### config.mk
export PLATFORM = sky130hd
export DESIGN_NAME = fevq_top
export DESIGN_NICKNAME = d
export VERILOG_FILES = /design/src/rtl/fevq_pkg.sv /design/src/rtl/fevq_fifo.sv /design/src/rtl/fevq_seq.sv /design/src/rtl/fevq_fmt.sv /design/src/rtl/fevq_top.sv
export SDC_FILE = /design/constraint.sdc
export NUM_CORES = 2
export LEC_CHECK = 0
export BUFFER_PORTS_ARGS = -buffer_cell sky130_fd_sc_hd__clkbuf_2
export CAP_MARGIN = 20
export CORE_MARGIN = 2
export CORE_UTILIZATION = 50
export CTS_CLUSTER_DIAMETER = 200
export CTS_CLUSTER_SIZE = 40
export DETAILED_ROUTE_END_ITERATION = 8
export PLACE_DENSITY = 0.68
export SETUP_SLACK_MARGIN = 0.2
export SLEW_MARGIN = 10
export SYNTH_ARGS = -nofsm -noshare
export SYNTH_HDL_FRONTEND = slang
export SYNTH_SLANG_ARGS = --single-unit
### constraint.sdc
create_clock -name clk -period 29.5 [get_ports clk]
set_input_delay 2.95 -clock clk [delete_from_list [all_inputs] [get_ports clk]]
set_output_delay 2.95 -clock clk [all_outputs]
set_load 0.01 [all_outputs]
### src/rtl/fevq_pkg.sv
package fevq_pkg;

    localparam int FID_W     = 32;
    localparam int FH_W      = 32;
    localparam int QUAL_W    = 32;
    localparam int ADDR_W    = 64;
    localparam int STAT_W    = 16;
    localparam int REC_BYTES = 26;
    localparam int REC_W     = REC_BYTES * 8;

    localparam int LEN_ERR   = 26;
    localparam int LEN_AVAIL = 14;
    localparam int LEN_NONE  = 4;

    localparam logic [STAT_W-1:0] ST_RES_TO_STBY = 16'h0301;
    localparam logic [STAT_W-1:0] ST_STBY_TO_CFG = 16'h0302;
    localparam logic [STAT_W-1:0] ST_CFG_TO_STBY = 16'h0304;
    localparam logic [STAT_W-1:0] ST_STBY_TO_RES = 16'h0308;

    typedef enum logic [1:0] {
        CL_NONE  = 2'd0,
        CL_ERR   = 2'd1,
        CL_AVAIL = 2'd2,
        CL_RSVD  = 2'd3
    } fev_class_e;

    typedef struct packed {
        fev_class_e          cls;
        logic [STAT_W-1:0]   status;
        logic [FH_W-1:0]     handle;
        logic [FID_W-1:0]    fid;
        logic [ADDR_W-1:0]   addr;
        logic [QUAL_W-1:0]   qual;
    } fev_t;

    typedef logic [0:REC_BYTES-1][7:0] fev_rec_t;

    function automatic logic class_ok(input logic [1:0] c);
        return (c == CL_ERR) || (c == CL_AVAIL);
    endfunction

endpackage

### src/rtl/fevq_fifo.sv
module fevq_fifo
    import fevq_pkg::*;
#(
    parameter int DEPTH = 8
) (
    input  logic clk,
    input  logic rst,
    input  logic wr_en,
    input  fev_t wr_data,
    input  logic rd_en,
    output fev_t rd_data,
    output logic empty,
    output logic full
);
    localparam int PTR_W = (DEPTH > 1) ? $clog2(DEPTH) : 1;
    localparam int CNT_W = $clog2(DEPTH + 1);

    fev_t             mem [DEPTH];
    logic [PTR_W-1:0] wp, rp;
    logic [CNT_W-1:0] cnt;
    logic             wr_ok, rd_ok;

    function automatic logic [PTR_W-1:0] step(input logic [PTR_W-1:0] p);
        return (p == PTR_W'(DEPTH - 1)) ? '0 : p + 1'b1;
    endfunction

    assign empty   = (cnt == '0);
    assign full    = (cnt == CNT_W'(DEPTH));
    assign wr_ok   = wr_en && !full;
    assign rd_ok   = rd_en && !empty;
    assign rd_data = mem[rp];

    always_ff @(posedge clk) begin
        if (wr_ok) begin
            mem[wp] <= wr_data;
        end
    end

    always_ff @(posedge clk) begin
        if (rst) begin
            wp  <= '0;
            rp  <= '0;
            cnt <= '0;
        end else begin
            if (wr_ok) wp <= step(wp);
            if (rd_ok) rp <= step(rp);
            case ({wr_ok, rd_ok})
                2'b10:   cnt <= cnt + 1'b1;
                2'b01:   cnt <= cnt - 1'b1;
                default: cnt <= cnt;
            endcase
        end
    end
endmodule

### src/rtl/fevq_seq.sv
module fevq_seq
    import fevq_pkg::*;
(
    input  logic             clk,
    input  logic             rst,
    input  logic             plug_req,
    input  logic             unplug_req,
    input  logic             was_cfg,
    input  logic [FH_W-1:0]  handle,
    input  logic [FID_W-1:0] fid,
    input  logic             grant,
    output logic             out_valid,
    output fev_t             out_ev,
    output logic             busy
);
    typedef enum logic [2:0] {
        SQ_IDLE, SQ_PLUG_A, SQ_PLUG_B, SQ_UNPL_A, SQ_UNPL_B
    } sq_state_e;

    sq_state_e        state;
    logic [FH_W-1:0]  h_q;
    logic [FID_W-1:0] f_q;
    logic [STAT_W-1:0] st;

    always_ff @(posedge clk) begin
        if (rst) begin
            state <= SQ_IDLE;
            h_q   <= '0;
            f_q   <= '0;
        end else begin
            case (state)
                SQ_IDLE: begin
                    if (plug_req) begin
                        state <= SQ_PLUG_A;
                        h_q   <= handle;
                        f_q   <= fid;
                    end else if (unplug_req) begin
                        state <= was_cfg ? SQ_UNPL_A : SQ_UNPL_B;
                        h_q   <= handle;
                        f_q   <= fid;
                    end
                end
                SQ_PLUG_A: if (grant) state <= SQ_PLUG_B;
                SQ_PLUG_B: if (grant) state <= SQ_IDLE;
                SQ_UNPL_A: if (grant) state <= SQ_UNPL_B;
                SQ_UNPL_B: if (grant) state <= SQ_IDLE;
                default:   state <= SQ_IDLE;
            endcase
        end
    end

    always_comb begin
        case (state)
            SQ_PLUG_A: st = ST_RES_TO_STBY;
            SQ_PLUG_B: st = ST_STBY_TO_CFG;
            SQ_UNPL_A: st = ST_CFG_TO_STBY;
            SQ_UNPL_B: st = ST_STBY_TO_RES;
            default:   st = '0;
        endcase
    end

    assign busy      = (state != SQ_IDLE);
    assign out_valid = busy;
    assign out_ev    = '{cls: CL_AVAIL, status: st, handle: h_q, fid: f_q,
                         addr: '0, qual: '0};
endmodule

### src/rtl/fevq_fmt.sv
module fevq_fmt
    import fevq_pkg::*;
(
    input  fev_t     ent,
    input  logic     ent_valid,
    output fev_rec_t rec
);
    always_comb begin
        rec = '0;
        if (!ent_valid) begin
            rec[0:1] = 16'(LEN_NONE);
        end else begin
            rec[2]    = {6'd0, ent.cls};
            rec[4:7]  = ent.fid;
            rec[8:11] = ent.handle;
            if (ent.cls == CL_ERR) begin
                rec[0:1]   = 16'(LEN_ERR);
                rec[12:15] = ent.qual;
                rec[16:23] = ent.addr;
                rec[24:25] = ent.status;
            end else begin
                rec[0:1]   = 16'(LEN_AVAIL);
                rec[12:13] = ent.status;
            end
        end
    end
endmodule

### src/rtl/fevq_top.sv
module fevq_top
    import fevq_pkg::*;
#(
    parameter int DEPTH = 8
) (
    input  logic              clk,
    input  logic              rst,
    input  logic              ev_push,
    input  logic [1:0]        ev_class,
    input  logic [STAT_W-1:0] ev_status,
    input  logic [FH_W-1:0]   ev_handle,
    input  logic [FID_W-1:0]  ev_fid,
    input  logic [ADDR_W-1:0] ev_addr,
    input  logic [QUAL_W-1:0] ev_qual,
    input  logic              hp_plug,
    input  logic              hp_unplug,
    input  logic              hp_configured,
    input  logic [FH_W-1:0]   hp_handle,
    input  logic [FID_W-1:0]  hp_fid,
    output logic              hp_busy,
    output logic              notify,
    output logic              have_event,
    output logic              overflow,
    input  logic              pop,
    output logic              rec_valid,
    output logic [REC_W-1:0]  rec_data
);
    logic     direct_ok, seq_valid, seq_grant, wr_en, q_empty, q_full;
    fev_t     direct_ev, seq_ev, wr_ev, head_ev;
    fev_rec_t fmt_rec;
    logic     notify_q, ovf_q, rv_q;
    logic [REC_W-1:0] rec_q;

    assign direct_ok = ev_push && class_ok(ev_class);
    assign direct_ev = '{cls: fev_class_e'(ev_class), status: ev_status,
                         handle: ev_handle, fid: ev_fid, addr: ev_addr,
                         qual: ev_qual};
    assign seq_grant = seq_valid && !direct_ok;
    assign wr_en     = direct_ok || seq_valid;
    assign wr_ev     = direct_ok ? direct_ev : seq_ev;

    fevq_seq seq_i (
        .clk(clk), .rst(rst), .plug_req(hp_plug), .unplug_req(hp_unplug),
        .was_cfg(hp_configured), .handle(hp_handle), .fid(hp_fid),
        .grant(seq_grant), .out_valid(seq_valid), .out_ev(seq_ev),
        .busy(hp_busy)
    );

    fevq_fifo #(.DEPTH(DEPTH)) fifo_i (
        .clk(clk), .rst(rst), .wr_en(wr_en), .wr_data(wr_ev),
        .rd_en(pop), .rd_data(head_ev), .empty(q_empty), .full(q_full)
    );

    fevq_fmt fmt_i (.ent(head_ev), .ent_valid(!q_empty), .rec(fmt_rec));

    always_ff @(posedge clk) begin
        if (rst) begin
            notify_q <= 1'b0;
            ovf_q    <= 1'b0;
            rv_q     <= 1'b0;
            rec_q    <= '0;
        end else begin
            notify_q <= wr_en && !q_full;
            ovf_q    <= ovf_q || (wr_en && q_full);
            rv_q     <= pop;
            if (pop) rec_q <= fmt_rec;
        end
    end

    assign notify     = notify_q;
    assign overflow   = ovf_q;
    assign rec_valid  = rv_q;
    assign rec_data   = rec_q;
    assign have_event = !q_empty;
endmodule

==> results by group <==
Worst setup path
  – Crit-path max FO: 72
  – Crit path DAT: 7290 ps
  – Worst path required time: ~30000 ps
  – Crit. End Element: flip-flop
  – FF-to-FF End: rec_data[166]
  – Cell count of the worst reg-to-reg path: 7
  – Startpoint types: primary input
  – FF-to-FF setup slack: 25180 ps
  – WS Path Type: in2reg

Timing
  – Pins Over Slew Limit: 0
  – Slew @ Worst Pin: around 1100 ps
  – Tcrit/Tclk final: 23.59%
  – Worst Skew: 82.30 ps
  – Unrepaired setup endpoints after global routing: no
  – Final hold vios: 0
  – Sum Neg Setup Slack: 0 ps
  – Final setup viols: 0
  – Fin Hold WS: between 400 and 500 ps
  – Minimum clock period: 6959 ps
  – Slew Limit Headroom: between 20% and 30%
  – Max Freq: 143.7 MHz
  – Final worst-path setup slack: 22540 ps

Cells and area
  – Final nets: between 4000 and 5000
  – Design Area, Final: 69310 sq um
  – Final Util: 54.43%
  – Share of post-route cells with drive strength above 1: between 20% and 30%
  – Area grow syn2layout: 8.333%
  – Fill cells: 9869

Worst hold path
  – Hold Crit Depth: 2
  – Hold EP: rec_data[69]
  – Min-Delay Path Class: reg2reg
  – Hold path startpoint: rec_data[69]

Synthesis
  – Cell with the most instances after synthesis: edfxtp_1
  – Post-synth top flop: edfxtp_1
  – Synth cell types: 46
  – Synth top area cells: edfxtp_1 (67%), mux4_2 (12%), dfxtp_1 (8.3%)
  – Synthesized cell area: ~64000 sq um
  – Syn avg cell area: about 18 sq um
  – #FFs+latches synth: 1688
  – Synth top area share: around 67%
  – Seq/Total Area, Yosys: 75.09%
  – Synth cell count leaders: edfxtp_1 (1424), nand2_1 (446), mux4_2 (354), dfxtp_1 (264), mux2i_1 (196)
  – Synth area leader: edfxtp_1
  – Syn Inst Count: about 3500
  – Number of synthesized flops with an enable pin: 1424
  – Synth Warn #: 0
  – Post-synth ARST share: 0%

Floorplanning
  – Rows: between 100 and 150
  – Die Area: 130800 sq um
  – # IOs: 462
  – Die Y: roughly 360 um
  – Initial core utilization: 50.24%
  – Core area: 127400 sq um
  – Die X-Extent: 361.7 um

GRT
  – Largest net degree at the start of global routing: 170
  – Initial antenna violation count: 5
  – Vias in the first global route: 31730
  – First-pass GRT wire length: 207.0 mm
  – GRT Total Usage: 21.31%
  – Overflow after GRT: 0

Power and ir drop
  – Sw frac: 27.46%
  – Pint: 3626 uW
  – Clock network power share: between 10% and 20%
  – Pwr/cell area: 72.11 nW/um^2
  – Gate power share: 22.0%
  – Max VDD drop: just over 0.07 mV
  – Leak: between 0.02 and 0.025 uW
  – P_sw: about 1400 uW
  – Sequential power share: 58.5%

Clocking
  – Later-pin clock latency in the skew report: 720 ps
  – Post-CTS setup buffers: 0
  – Clk buf depth: 3
  – TritonCTS clock tree: built
  – Clk root buf: clkbuf_16
  – Clk slew on worst S/H paths: 140 ps
  – Clock sink count: around 1700
  – Htree depth: 2
  – Cts repair resizes: 0
  – Num CTS Buffers: 48
  – Hold buffers post-CTS: 0

Drt
  – Initial DRC count: roughly 3200
  – Final wirelength: 141.7 mm
  – Final antenna-violating net count: 0
  – Residual DRC: 0
  – DR vias: approximately 32000
  – Routed wire per std cell: 25.62 um
  – Initial DRT Pass Iterations: 5
  – Via/cell ratio: 5.798

Placement
  – RD Place Congestion: approximately 0.76
  – DPL Wire Length: 82.21 mm
  – PortBufs: ~440
  – Setup WS pre-CTS: 21850 ps
  – Placed inst area: 67850 sq um

Run
  – Max_cap viols: 0

Status
  – Status: complete, no violations
-- layer usage --
metal  vias to the layer above  track usage [%]  share of wire [%]
li1                      14140                -                  -
met1                     16760            31.19                 43
met2                      1078            34.39                 48
met3                       100            3.272                7.1
met4                         2            4.387                1.8
met5                         -                0             0.0092
-- power by group through the flow --
stage | Clock (uW) | Sequential, uW | Combinational (uW)
after global routing | 1070 | 2940 | 1190
after global placement | 0 | 2970 | 1100
after CTS | 1010 | 2930 | 1110
final | 978 | 2920 | 1100
after detailed placement | 0 | 2980 | 1110
after floorplan | 0 | 3030 | 775
-- layout by cell type, fill, tap and decap left out, drive strengths merged, types with 4 or more instances in the layout --
cell	n
inv	7
nor2	147
nor3	8
clkbuf	519
nand2	446
a22o	16
a21oi	142
mux2i	196
o21ai	101
conb	26
buf	62
edfxtp	1424
and3	107
ha	7
nand3	4
dfxtp	264
mux4	354
xor2	4
-- worst max-delay path, stage by stage --
cell	delay (ps)
clkbuf_2	150
xor2_4	140
buf_4	580
nand2_2	80
buf_4	420
a22oi_1	530
inv_2	200
nor4b_2	320
buf_4	730
buf_4	920
-- worst max-delay path by stage --
stage / endpoint / from
3_5_place_dp: fifo_i.mem[4][36] / ev_class[0]
3_3_place_gp: fifo_i.mem[4][36] / ev_class[0]
6_report: fifo_i.mem[4][9] / ev_class[0]
4_1_cts: fifo_i.mem[4][175] / ev_class[0]
5_1_grt: fifo_i.mem[4][9] / ev_class[0]
2_1_floorplan: fifo_i.mem[4][0] / ev_class[1]
-- state kept, by name, summed over array words and instances (netlist names), named ones only --
register / flops
rec_valid: 1
notify: 1
seq_i.h_q: 32
fifo_i.wp: 3
rec_data: 181
fifo_i.mem: 1424
fifo_i.cnt: 4
seq_i.f_q: 32
fifo_i.rp: 3
seq_i.state: 3
overflow: 1
-- cell type report --
cell class	count	area, sq um	share of cell area (%)
sequential	1688	48060	69.33
multi-input combinational	1591	15010	21.66
timing repair buffer	495	2739	3.951
tap	1662	2079	3.000
clock buffer	86	1344	1.939
clock inverter	3	55.05	0.07943
inverter	6	22.52	0.03249
antenna	2	5.005	0.007220
-- kinds of logic (layout without fill, tap and decap cells) --
kind of cell,Yosys count,count (layout),synth area share (%)
other cells,1,28,0.005861
flops,1688,1688,75.09
fa+ha+maj,7,7,0.1369
compound gates,271,271,2.558
xor+xnor,5,5,0.06844
mux,552,552,15.56
buf+inv,244,590,1.750
simple gates,730,730,4.826
-- stage by stage --
step / total power (uW) / std cells
2_1_floorplan: 3804 / 3523
6_report: 4998 / 5533
3_3_place_gp: 4075 / 5439
4_1_cts: 5047 / 5528
3_5_place_dp: 4093 / 5439
5_1_grt: 5207 / 5531
(Power assumes the default switching activity.)
